<file path="src/rtl/aud_clkgen_pkg.sv">
package aud_clkgen_pkg;

    typedef logic [2:0] code_t;

    typedef struct packed {
        code_t bdiv;
        code_t scale;
    } clk_cfg_t;

    // Bit-clock code to log2 of the ratio; reserved codes fall back to the largest ratio.
    function automatic logic [2:0] bclk_shift(input code_t c);
        case (c)
            3'd0:    bclk_shift = 3'd0;
            3'd1:    bclk_shift = 3'd1;
            3'd2:    bclk_shift = 3'd2;
            3'd3:    bclk_shift = 3'd3;
            3'd4:    bclk_shift = 3'd4;
            default: bclk_shift = 3'd5;
        endcase
    endfunction

    function automatic logic bclk_code_reserved(input code_t c);
        bclk_code_reserved = (c == 3'd6) || (c == 3'd7);
    endfunction

endpackage

</file>
<file path="src/rtl/aud_clkgen_tick_sel.sv">
module aud_clkgen_tick_sel (
    input  logic ext_tick,
    input  logic pll_tick,
    input  logic src_pll_sel,
    output logic sys_tick
);
    always_comb begin
        sys_tick = src_pll_sel ? pll_tick : ext_tick;
    end
endmodule

</file>
<file path="src/rtl/aud_clkgen_frame_ctr.sv">
module aud_clkgen_frame_ctr #(
    parameter int FRAME_BASE = 128
) (
    input  logic       clk,
    input  logic       rst_n,
    input  logic       run,
    input  logic       tick,
    input  logic [2:0] scale_code,
    output logic       wrap,
    output logic       lrc
);
    localparam int MAX_LEN = FRAME_BASE * 12;
    localparam int POS_W   = $clog2(MAX_LEN);
    localparam int LEN_W   = POS_W + 1;
    localparam logic [LEN_W-1:0] LEN_X2 = LEN_W'(FRAME_BASE);
    localparam logic [LEN_W-1:0] LEN_X3 = LEN_W'(FRAME_BASE * 3 / 2);

    typedef struct packed {
        logic [POS_W-1:0] pos;
        logic             started;
        logic             lrc;
    } frm_st_t;

    frm_st_t          st_d, st_q;
    logic [LEN_W-1:0] len;
    logic [LEN_W-1:0] half;
    logic             wrap_c;

    // Length = (2 or 3) * FRAME_BASE/2, doubled per step of the upper code bits.
    always_comb begin
        len    = (scale_code[0] ? LEN_X3 : LEN_X2) << scale_code[2:1];
        half   = len >> 1;
        wrap_c = run && tick && ({1'b0, st_q.pos} == (len - 1'b1));

        st_d = st_q;
        if (!run) begin
            st_d = '0;
        end else if (tick) begin
            if (wrap_c) begin
                st_d.pos     = '0;
                st_d.started = 1'b1;
                st_d.lrc     = 1'b1;
            end else begin
                st_d.pos = st_q.pos + 1'b1;
                st_d.lrc = st_q.started && ({1'b0, st_d.pos} < half);
            end
        end
    end

    always_ff @(posedge clk or negedge rst_n) begin
        if (!rst_n) st_q <= '0;
        else        st_q <= st_d;
    end

    assign wrap = wrap_c;
    assign lrc  = st_q.lrc;
endmodule

</file>
<file path="src/rtl/aud_clkgen_bclk_gen.sv">
module aud_clkgen_bclk_gen #(
    parameter int MAX_SHIFT = 5
) (
    input  logic       clk,
    input  logic       rst_n,
    input  logic       run,
    input  logic       tick,
    input  logic       restart,
    input  logic [2:0] shift,
    output logic       bclk
);
    localparam int CNT_W = MAX_SHIFT;

    typedef struct packed {
        logic [CNT_W-1:0] cnt;
        logic             bclk;
    } bck_st_t;

    bck_st_t          st_d, st_q;
    logic [CNT_W:0]   ratio;
    logic [CNT_W-1:0] full_m;
    logic [CNT_W-1:0] half_m;

    always_comb begin
        ratio  = (CNT_W + 1)'(1) << shift;
        full_m = CNT_W'(ratio - 1'b1);
        half_m = CNT_W'(ratio >> 1);

        st_d = st_q;
        if (!run) begin
            st_d = '0;
        end else if (shift == 3'd0) begin
            // Ratio one: the bit clock follows the tick stream itself.
            st_d.cnt  = '0;
            st_d.bclk = tick;
        end else if (tick) begin
            st_d.cnt  = restart ? '0 : ((st_q.cnt + 1'b1) & full_m);
            st_d.bclk = (st_d.cnt & half_m) != '0;
        end
    end

    always_ff @(posedge clk or negedge rst_n) begin
        if (!rst_n) st_q <= '0;
        else        st_q <= st_d;
    end

    assign bclk = st_q.bclk;
endmodule

</file>
<file path="src/rtl/aud_clkgen.sv">
module aud_clkgen #(
    parameter int FRAME_BASE     = 128,
    parameter int BCLK_MAX_SHIFT = 5
) (
    input  logic       clk,
    input  logic       rst_n,
    input  logic       mode_master,
    input  logic [2:0] bclk_div_code,
    input  logic [2:0] frame_scale_code,
    input  logic       src_pll_sel,
    input  logic       ext_tick,
    input  logic       pll_tick,
    output logic       bclk_o,
    output logic       bclk_oe,
    output logic       lrc_o,
    output logic       lrc_oe,
    output logic       cfg_err
);
    import aud_clkgen_pkg::*;

    localparam clk_cfg_t CFG_RST = '{bdiv: 3'b000, scale: 3'b010};

    typedef struct packed {
        clk_cfg_t act;
        logic     err;
    } top_st_t;

    top_st_t    st_d, st_q;
    logic       sys_tick;
    logic       frm_wrap;
    logic [2:0] shift_nxt;
    logic [2:0] act_bdiv;
    logic [2:0] act_scale;

    aud_clkgen_tick_sel u_tick_sel (
        .ext_tick    (ext_tick),
        .pll_tick    (pll_tick),
        .src_pll_sel (src_pll_sel),
        .sys_tick    (sys_tick)
    );

    // Codes are taken continuously while idle, and only at frame start while running.
    always_comb begin
        st_d = st_q;
        if (!mode_master || frm_wrap) begin
            st_d.act.bdiv  = bclk_div_code;
            st_d.act.scale = frame_scale_code;
            if (bclk_code_reserved(bclk_div_code)) st_d.err = 1'b1;
        end
        shift_nxt = bclk_shift(st_d.act.bdiv);
    end

    always_ff @(posedge clk or negedge rst_n) begin
        if (!rst_n) st_q <= '{act: CFG_RST, err: 1'b0};
        else        st_q <= st_d;
    end

    aud_clkgen_frame_ctr #(
        .FRAME_BASE (FRAME_BASE)
    ) u_frame (
        .clk        (clk),
        .rst_n      (rst_n),
        .run        (mode_master),
        .tick       (sys_tick),
        .scale_code (st_q.act.scale),
        .wrap       (frm_wrap),
        .lrc        (lrc_o)
    );

    aud_clkgen_bclk_gen #(
        .MAX_SHIFT (BCLK_MAX_SHIFT)
    ) u_bclk (
        .clk     (clk),
        .rst_n   (rst_n),
        .run     (mode_master),
        .tick    (sys_tick),
        .restart (frm_wrap),
        .shift   (shift_nxt),
        .bclk    (bclk_o)
    );

    assign act_bdiv  = st_q.act.bdiv;
    assign act_scale = st_q.act.scale;
    assign bclk_oe   = mode_master;
    assign lrc_oe    = mode_master;
    assign cfg_err   = st_q.err;
endmodule

</file>
<file path="config.mk">
export PLATFORM = sky130hd
export DESIGN_NAME = aud_clkgen
export DESIGN_NICKNAME = d
export VERILOG_FILES = /design/src/rtl/aud_clkgen_pkg.sv /design/src/rtl/aud_clkgen_tick_sel.sv /design/src/rtl/aud_clkgen_frame_ctr.sv /design/src/rtl/aud_clkgen_bclk_gen.sv /design/src/rtl/aud_clkgen.sv
export SDC_FILE = /design/constraint.sdc
export NUM_CORES = 1
export LEC_CHECK = 0
export CAP_MARGIN = 20
export CORE_MARGIN = 1
export CORE_UTILIZATION = 45
export DETAILED_ROUTE_END_ITERATION = 10
export DONT_BUFFER_PORTS = 1
export HOLD_SLACK_MARGIN = 0.12
export PLACE_DENSITY = 0.61
export SYNTH_ARGS = -nofsm -noshare
export SYNTH_HDL_FRONTEND = slang
export SYNTH_SLANG_ARGS = --single-unit
</file>
<file path="constraint.sdc">
create_clock -name clk -period 9.3 [get_ports clk]
set_input_delay 1.86 -clock clk [delete_from_list [all_inputs] [get_ports clk]]
set_output_delay 1.86 -clock clk [all_outputs]
set_load 0.005 [all_outputs]
</file>
Word level (Yosys, flattened, before mapping)

Cells that the tools add are included.

Input port bits: 12
Word-level logic and storage cells: 52
Register bits: 26

Eq/ne operators: 10
Shift-type cells: 2
Multiplexer cells: 14
Add/sub/neg operators: 4
Order comparisons: 1
Bitwise logic cells: 2
Reductions and logical operators: 11

Operator list:

| cell                                               | count |
|---|---|
| 2-to-1 mux 13 bit                                  | 2 |
| 2-to-1 mux 6 bit                                   | 3 |
| one-hot mux 3 bit (5 select lines)                 | 1 |
| 2-to-1 mux 7 bit                                   | 2 |
| == test 11 x 12 -> 1 bit                           | 1 |
| left shift 12 x 2 -> 12 bit                        | 1 |
| subtractor 12 x 1 -> 12 bit, second input constant | 1 |
| adder 11 x 1 -> 11 bit, second input constant      | 1 |
| < comparator 11 bit                                | 1 |
| 2-to-1 mux 11 bit                                  | 1 |
| bitwise AND 5 bit                                  | 2 |
| == test 3 bit, second input constant               | 3 |
| == test 3 x 2 -> 1 bit, second input constant      | 2 |
| logical NOT 3 bit                                  | 2 |
| left shift 1 x 3 -> 6 bit, first input constant    | 1 |
| adder 5 x 1 -> 5 bit, second input constant        | 1 |
| 2-to-1 mux 5 bit                                   | 1 |
| nonzero test 5 bit                                 | 1 |
| subtractor 5 x 1 -> 5 bit, second input constant   | 1 |
| 2-to-1 mux 1 bit                                   | 4 |
| != test 2 x 1 -> 1 bit, second input constant      | 2 |
| AND reduction 2 bit                                | 2 |
| == test 3 x 1 -> 1 bit, second input constant      | 1 |
| logical AND 1 bit                                  | 3 |
| 3 further kinds                                    | 4 |

Logic depth before layout (Yosys ltp)

Depth in word-level cells: 18
Gate-level depth with buffers: 13
Mapped depth without buffers: 12

Cells and area by module

From an unflattened synthesis, not the netlist that was laid out.

Cells, all modules: 216
Area total of the unflattened synthesis: 2063.2 µm²

Modules (own cells, without submodules):

| module               | times used | cells an instance | area each (µm²) | seq. area each (µm²) |
|---|---|---|---|---|
| aud_clkgen_frame_ctr | 1          | 129               | 1137.3          | 325.3 |
| aud_clkgen_bclk_gen  | 1          | 61                | 535.5           | 150.1 |
| aud_clkgen           | 1          | 25                | 375.4           | 176.4 |
| aud_clkgen_tick_sel  | 1          | 1                 | 15.0            | 0.0 |

Worst setup path before layout

Ideal clock, no wire load.

Path kind: input port to flip-flop
Start point: in src_pll_sel
End point: reg u_bclk.st_q[3] (netlist name)
Stages on the path: 9
Buffers on the path: 0
Slack: 5.102 ns
Arrival time: 4.121 ns
Data required time: 9.222 ns
Library setup time: 0.078 ns
Path through: mux2i_1 > nor3_2 > nand4_4 > o21ai_4 > mux2i_1 > ha_1 > and3b_1 > or4_1 > a21oi_1

Word-level cells in the longest chain between the ends: 14
Elaborated cells on any way between the ends: 20
Classes of those cells: add/sub (1); eq/ne (5); shift (1); mux (7); bitwise (1); reduce/logical (5)

RTL lines:

| element                               | line                       | text |
|---|---|---|
| start: declaration                    | aud_clkgen.sv:10           | `input logic src_pll_sel,` |
| 2-to-1 mux 1 bit (*)                  | aud_clkgen_tick_sel.sv:8   | `sys_tick = src_pll_sel ? pll_tick : ext_tick;` |
| logical AND 1 bit (2 in a row)        | aud_clkgen_frame_ctr.sv:33 | `wrap_c = run && tick && ({1'b0, st_q.pos} == (len - 1'b1));` |
| logical OR 1 bit                      | aud_clkgen.sv:45           | `if (!mode_master \|\| frm_wrap) begin` |
| 2-to-1 mux 7 bit                      | aud_clkgen.sv:45           |  |
| == test 3 bit (tied with other cells) | aud_clkgen_pkg.sv:12       | `case (c)` |
| one-hot mux 3 bit (5 select lines)    | aud_clkgen_pkg.sv:12       |  |
| left shift 1 x 3 -> 6 bit             | aud_clkgen_bclk_gen.sv:25  | `ratio = (CNT_W + 1)'(1) << shift;` |
| subtractor 5 x 1 -> 5 bit             | aud_clkgen_bclk_gen.sv:26  | `full_m = CNT_W'(ratio - 1'b1);` |
| bitwise AND 5 bit                     | aud_clkgen_bclk_gen.sv:37  | `st_d.cnt = restart ? '0 : ((st_q.cnt + 1'b1) & full_m);` |
| 2-to-1 mux 5 bit                      | aud_clkgen_bclk_gen.sv:37  |  |
| 2-to-1 mux 6 bit                      | aud_clkgen_bclk_gen.sv:36  | `end else if (tick) begin` |
| 2-to-1 mux 6 bit                      | aud_clkgen_bclk_gen.sv:32  | `end else if (shift == 3'd0) begin` |
| 2-to-1 mux 6 bit                      | aud_clkgen_bclk_gen.sv:30  | `if (!run) begin` |
| end signal: assignment                | aud_clkgen_bclk_gen.sv:44  | `else st_q <= st_d;` |
| end: declaration                      | aud_clkgen_bclk_gen.sv:19  | `bck_st_t st_d, st_q;` |

Mark *: on every way between the ends. The rest lies on a longest branch, timed or not. The select of a mux whose other input is x is not followed.
A chain may end at the register's enable or synchronous reset.

Worst setup path after layout

Ends and elaborated chain as after synthesis.

==> flow_summary.json <==
{
  "worst_pin_slew_ns": 0.5456,
  "areaGrowthSynthToFinish_pct": 2.758,
  "drc": 0,
  "postSynthAreaPerCell_um2": 8.946,
  "p_per_area_nw_per_um2": 121.9,
  "clk_latency_ns": 0.27,
  "dieHeight_um": 67.08,
  "leakagePower_nw": 0.8473,
  "io_pins": 17,
  "irDropWorstVdd_mv": 0.05118,
  "num_vias": 1534,
  "synth_ff_type": "dfrtp_1",
  "synthAdderAreaFrac": 0.05253,
  "netlist_area_um2": 1906,
  "max_clock_freq_ghz": 0.2238,
  "dp.cells": 253,
  "rows": 23,
  "synth_cell_type_count": 51,
  "cts_buffers": 3,
  "worstPathRequired_ns": 9.49,
  "cts_tree": "yes",
  "antenna_found_initial": 0,
  "wl_per_cell_um": 16.44,
  "filler_cell_count": 414,
  "final_max_slew_viol_count": 0,
  "hold_viol_final": 0,
  "core_area_um2": 4029,
  "hold_buffers": 0,
  "die-area_um2": 4499,
  "netlist_top_cells_area": "dfrtp_1 (33%), xor2_1 (6.9%), ha_1 (5.3%)",
  "synth_edf_count": 0,
  "synth_compound_area_frac": 0.1379,
  "place_congestion": 0.9203,
  "drt_iter0_markers": 100,
  "synth_top_cells_by_count": "dfrtp_1 (25), nor2_1 (24), nand2_1 (21), xor2_1 (15), a21oi_1 (13)",
  "final.min_clock_period_ns": 4.467,
  "syn-instance-count": 213,
  "synth_fp_nets": 233,
  "synth_top_area_share": 0.3283,
  "path_clk_slew_ns": 0.09,
  "pre_cts_ws_ns": 4.550,
  "power_mw": 0.2387,
  "setup_viol": 0,
  "grt_max_degree": 27,
  "synth_top_family_by_area": "simple AND/OR/NAND/NOR gates",
  "grt_pass1_wl_mm": 6.755,
  "firstDrtPassIters": 4,
  "timing.max_cap.violations": 0,
  "antenna_left": 0,
  "stdcell_area_um2": 1958,
  "numPortBuffers": 0,
  "first_global_vias": 1481,
  "num_antenna_cells": 0,
  "cts_setup_buffers": 0,
  "cp-end-kind": "flip-flop",
  "grt_usage": 0.2017,
  "ys_seq_area_frac": 0.3421,
  "async_flop_share": 1.000,
  "hold_path.class": "flip-flop to flip-flop",
  "wl_mm": 4.226,
  "cts.sinks": 26,
  "start_util": 0.4730,
  "synthSimpleGateAreaFrac": 0.2613,
  "final_cells": 257,
  "yosys.area.top_type": "dfrtp_1",
  "synth_xor_xnor_area_share": 0.09192,
  "utilization": 0.4860,
  "h-tree-depth": 1,
  "fin_nets": 228,
  "path_max_fanout": 18,
  "layout-drive-gt1-share": 0.1111,
  "avgViaCountPerCell": 5.969,
  "placedInstanceArea_um2": 1903,
  "arrival_ns": 4.66,
  "yosys.cell_count.top_type": "dfrtp_1",
  "holdWs_ns": 0.5208,
  "ys_warn_count": 0,
  "status": "completed",
  "ys_ff_latch": 26,
  "grt_overflow": 0,
  "path_class": "primary input to flip-flop",
  "die_w_um": 67.08,
  "setup_slack_ns": 4.833,
  "synth_mux_area_frac": 0.06632,
  "rsz0062_at_grt": "no",
  "timing.setup.tns_ns": 0,
  "max_slew_margin": 0.6349,
  "finClkSkew_ns": 0.009839,
  "dp_hpwl_mm": 3.176,
  "finalCritPeriodShare": 0.4804,
  "start_kind": "primary input",
  "clock_path_buffers": 2,
  "cts-resized-gates": 0,
  "cts_root_buf": "clkbuf_8"
}
==> cell families (layout without fill, tap and decap cells) <==
kind of cell               Yosys count  count (layout)
AOI/OAI and AO/OA                   38              38
xor gates and xnor gates            20              20
adders and majority gates            8               8
buffers and inverters               16              10
DFF                                 26              26
muxes                               11              11
and+or+nand+nor                     94              94
==> placed cells by master, fill, tap and decap left out, drive strengths merged, types with 6 or more instances in the layout <==
master,count
mux2,7
nor3,6
nor2,24
xor2,15
nand4,7
nand3,9
dfrtp,25
nand2,21
a21oi,13
ha,8
nor2b,6
o21ai,10
==> state kept, by name (all words and copies together), names as in the netlist <==
| name | cells |
|---|---|
| u_bclk.bclk | 1 |
| cfg_err | 1 |
| act_scale | 3 |
| u_frame.st_q | 12 |
| u_bclk.st_q | 5 |
| act_bdiv | 3 |
| u_frame.lrc | 1 |
==> layout make-up <==
type | instances | area (um^2) | share of cell area
timing repair buffer | 1 | 7.507 | 0.003834
multi-input combinational | 171 | 1162 | 0.5936
sequential | 26 | 651.9 | 0.3329
tap | 50 | 62.56 | 0.03195
inverter | 5 | 18.77 | 0.009585
clock buffer | 4 | 55.05 | 0.02811
==> worst max-delay path: stages <==
cell,delay [ns]
mux2i_1,0.09
buf_4,0.18
nor3_2,0.25
nand4_4,0.20
o21ai_4,0.51
mux2i_1,0.47
ha_1,0.26
and3b_1,0.17
or4_1,0.49
a21oi_1,0.16
==> per-layer routing <==
layer  track usage  vias to the layer above  share of wire
met1        0.2540                      761           0.44
li1              -                      739              -
met3       0.02911                        4          0.035
met4       0.06649                        0         0.0066
met2        0.3475                       30           0.51
met5             0                        -              0
==> worst paths after layout <==
| kind | startpoint | endpoint | slack (ns) | cells past startpoint |
|---|---|---|---|---|
| worst max-delay path | src_pll_sel | u_bclk.st_q[3] | 4.83 | 10 |
| worst min-delay path | cfg_err | cfg_err | 0.52 | 1 |
| worst max register to register | act_scale[1] | u_bclk.st_q[3] | 5.84 | 9 |
| worst min register to register | cfg_err | cfg_err | 0.52 | 1 |
| max in group asynchronous | rst_n | act_scale[1] | 7.86 | 0 |
| min in group asynchronous | rst_n | u_frame.st_q[11] | 1.27 | 0 |
==> where the power goes <==
part,internal (mW),switching (mW)
registers,0.118,0.00770
clock network,0.0378,0.0345
logic,0.0181,0.0225
total,0.174,0.0647
Note: power is estimated with default switching activity, not from simulation.
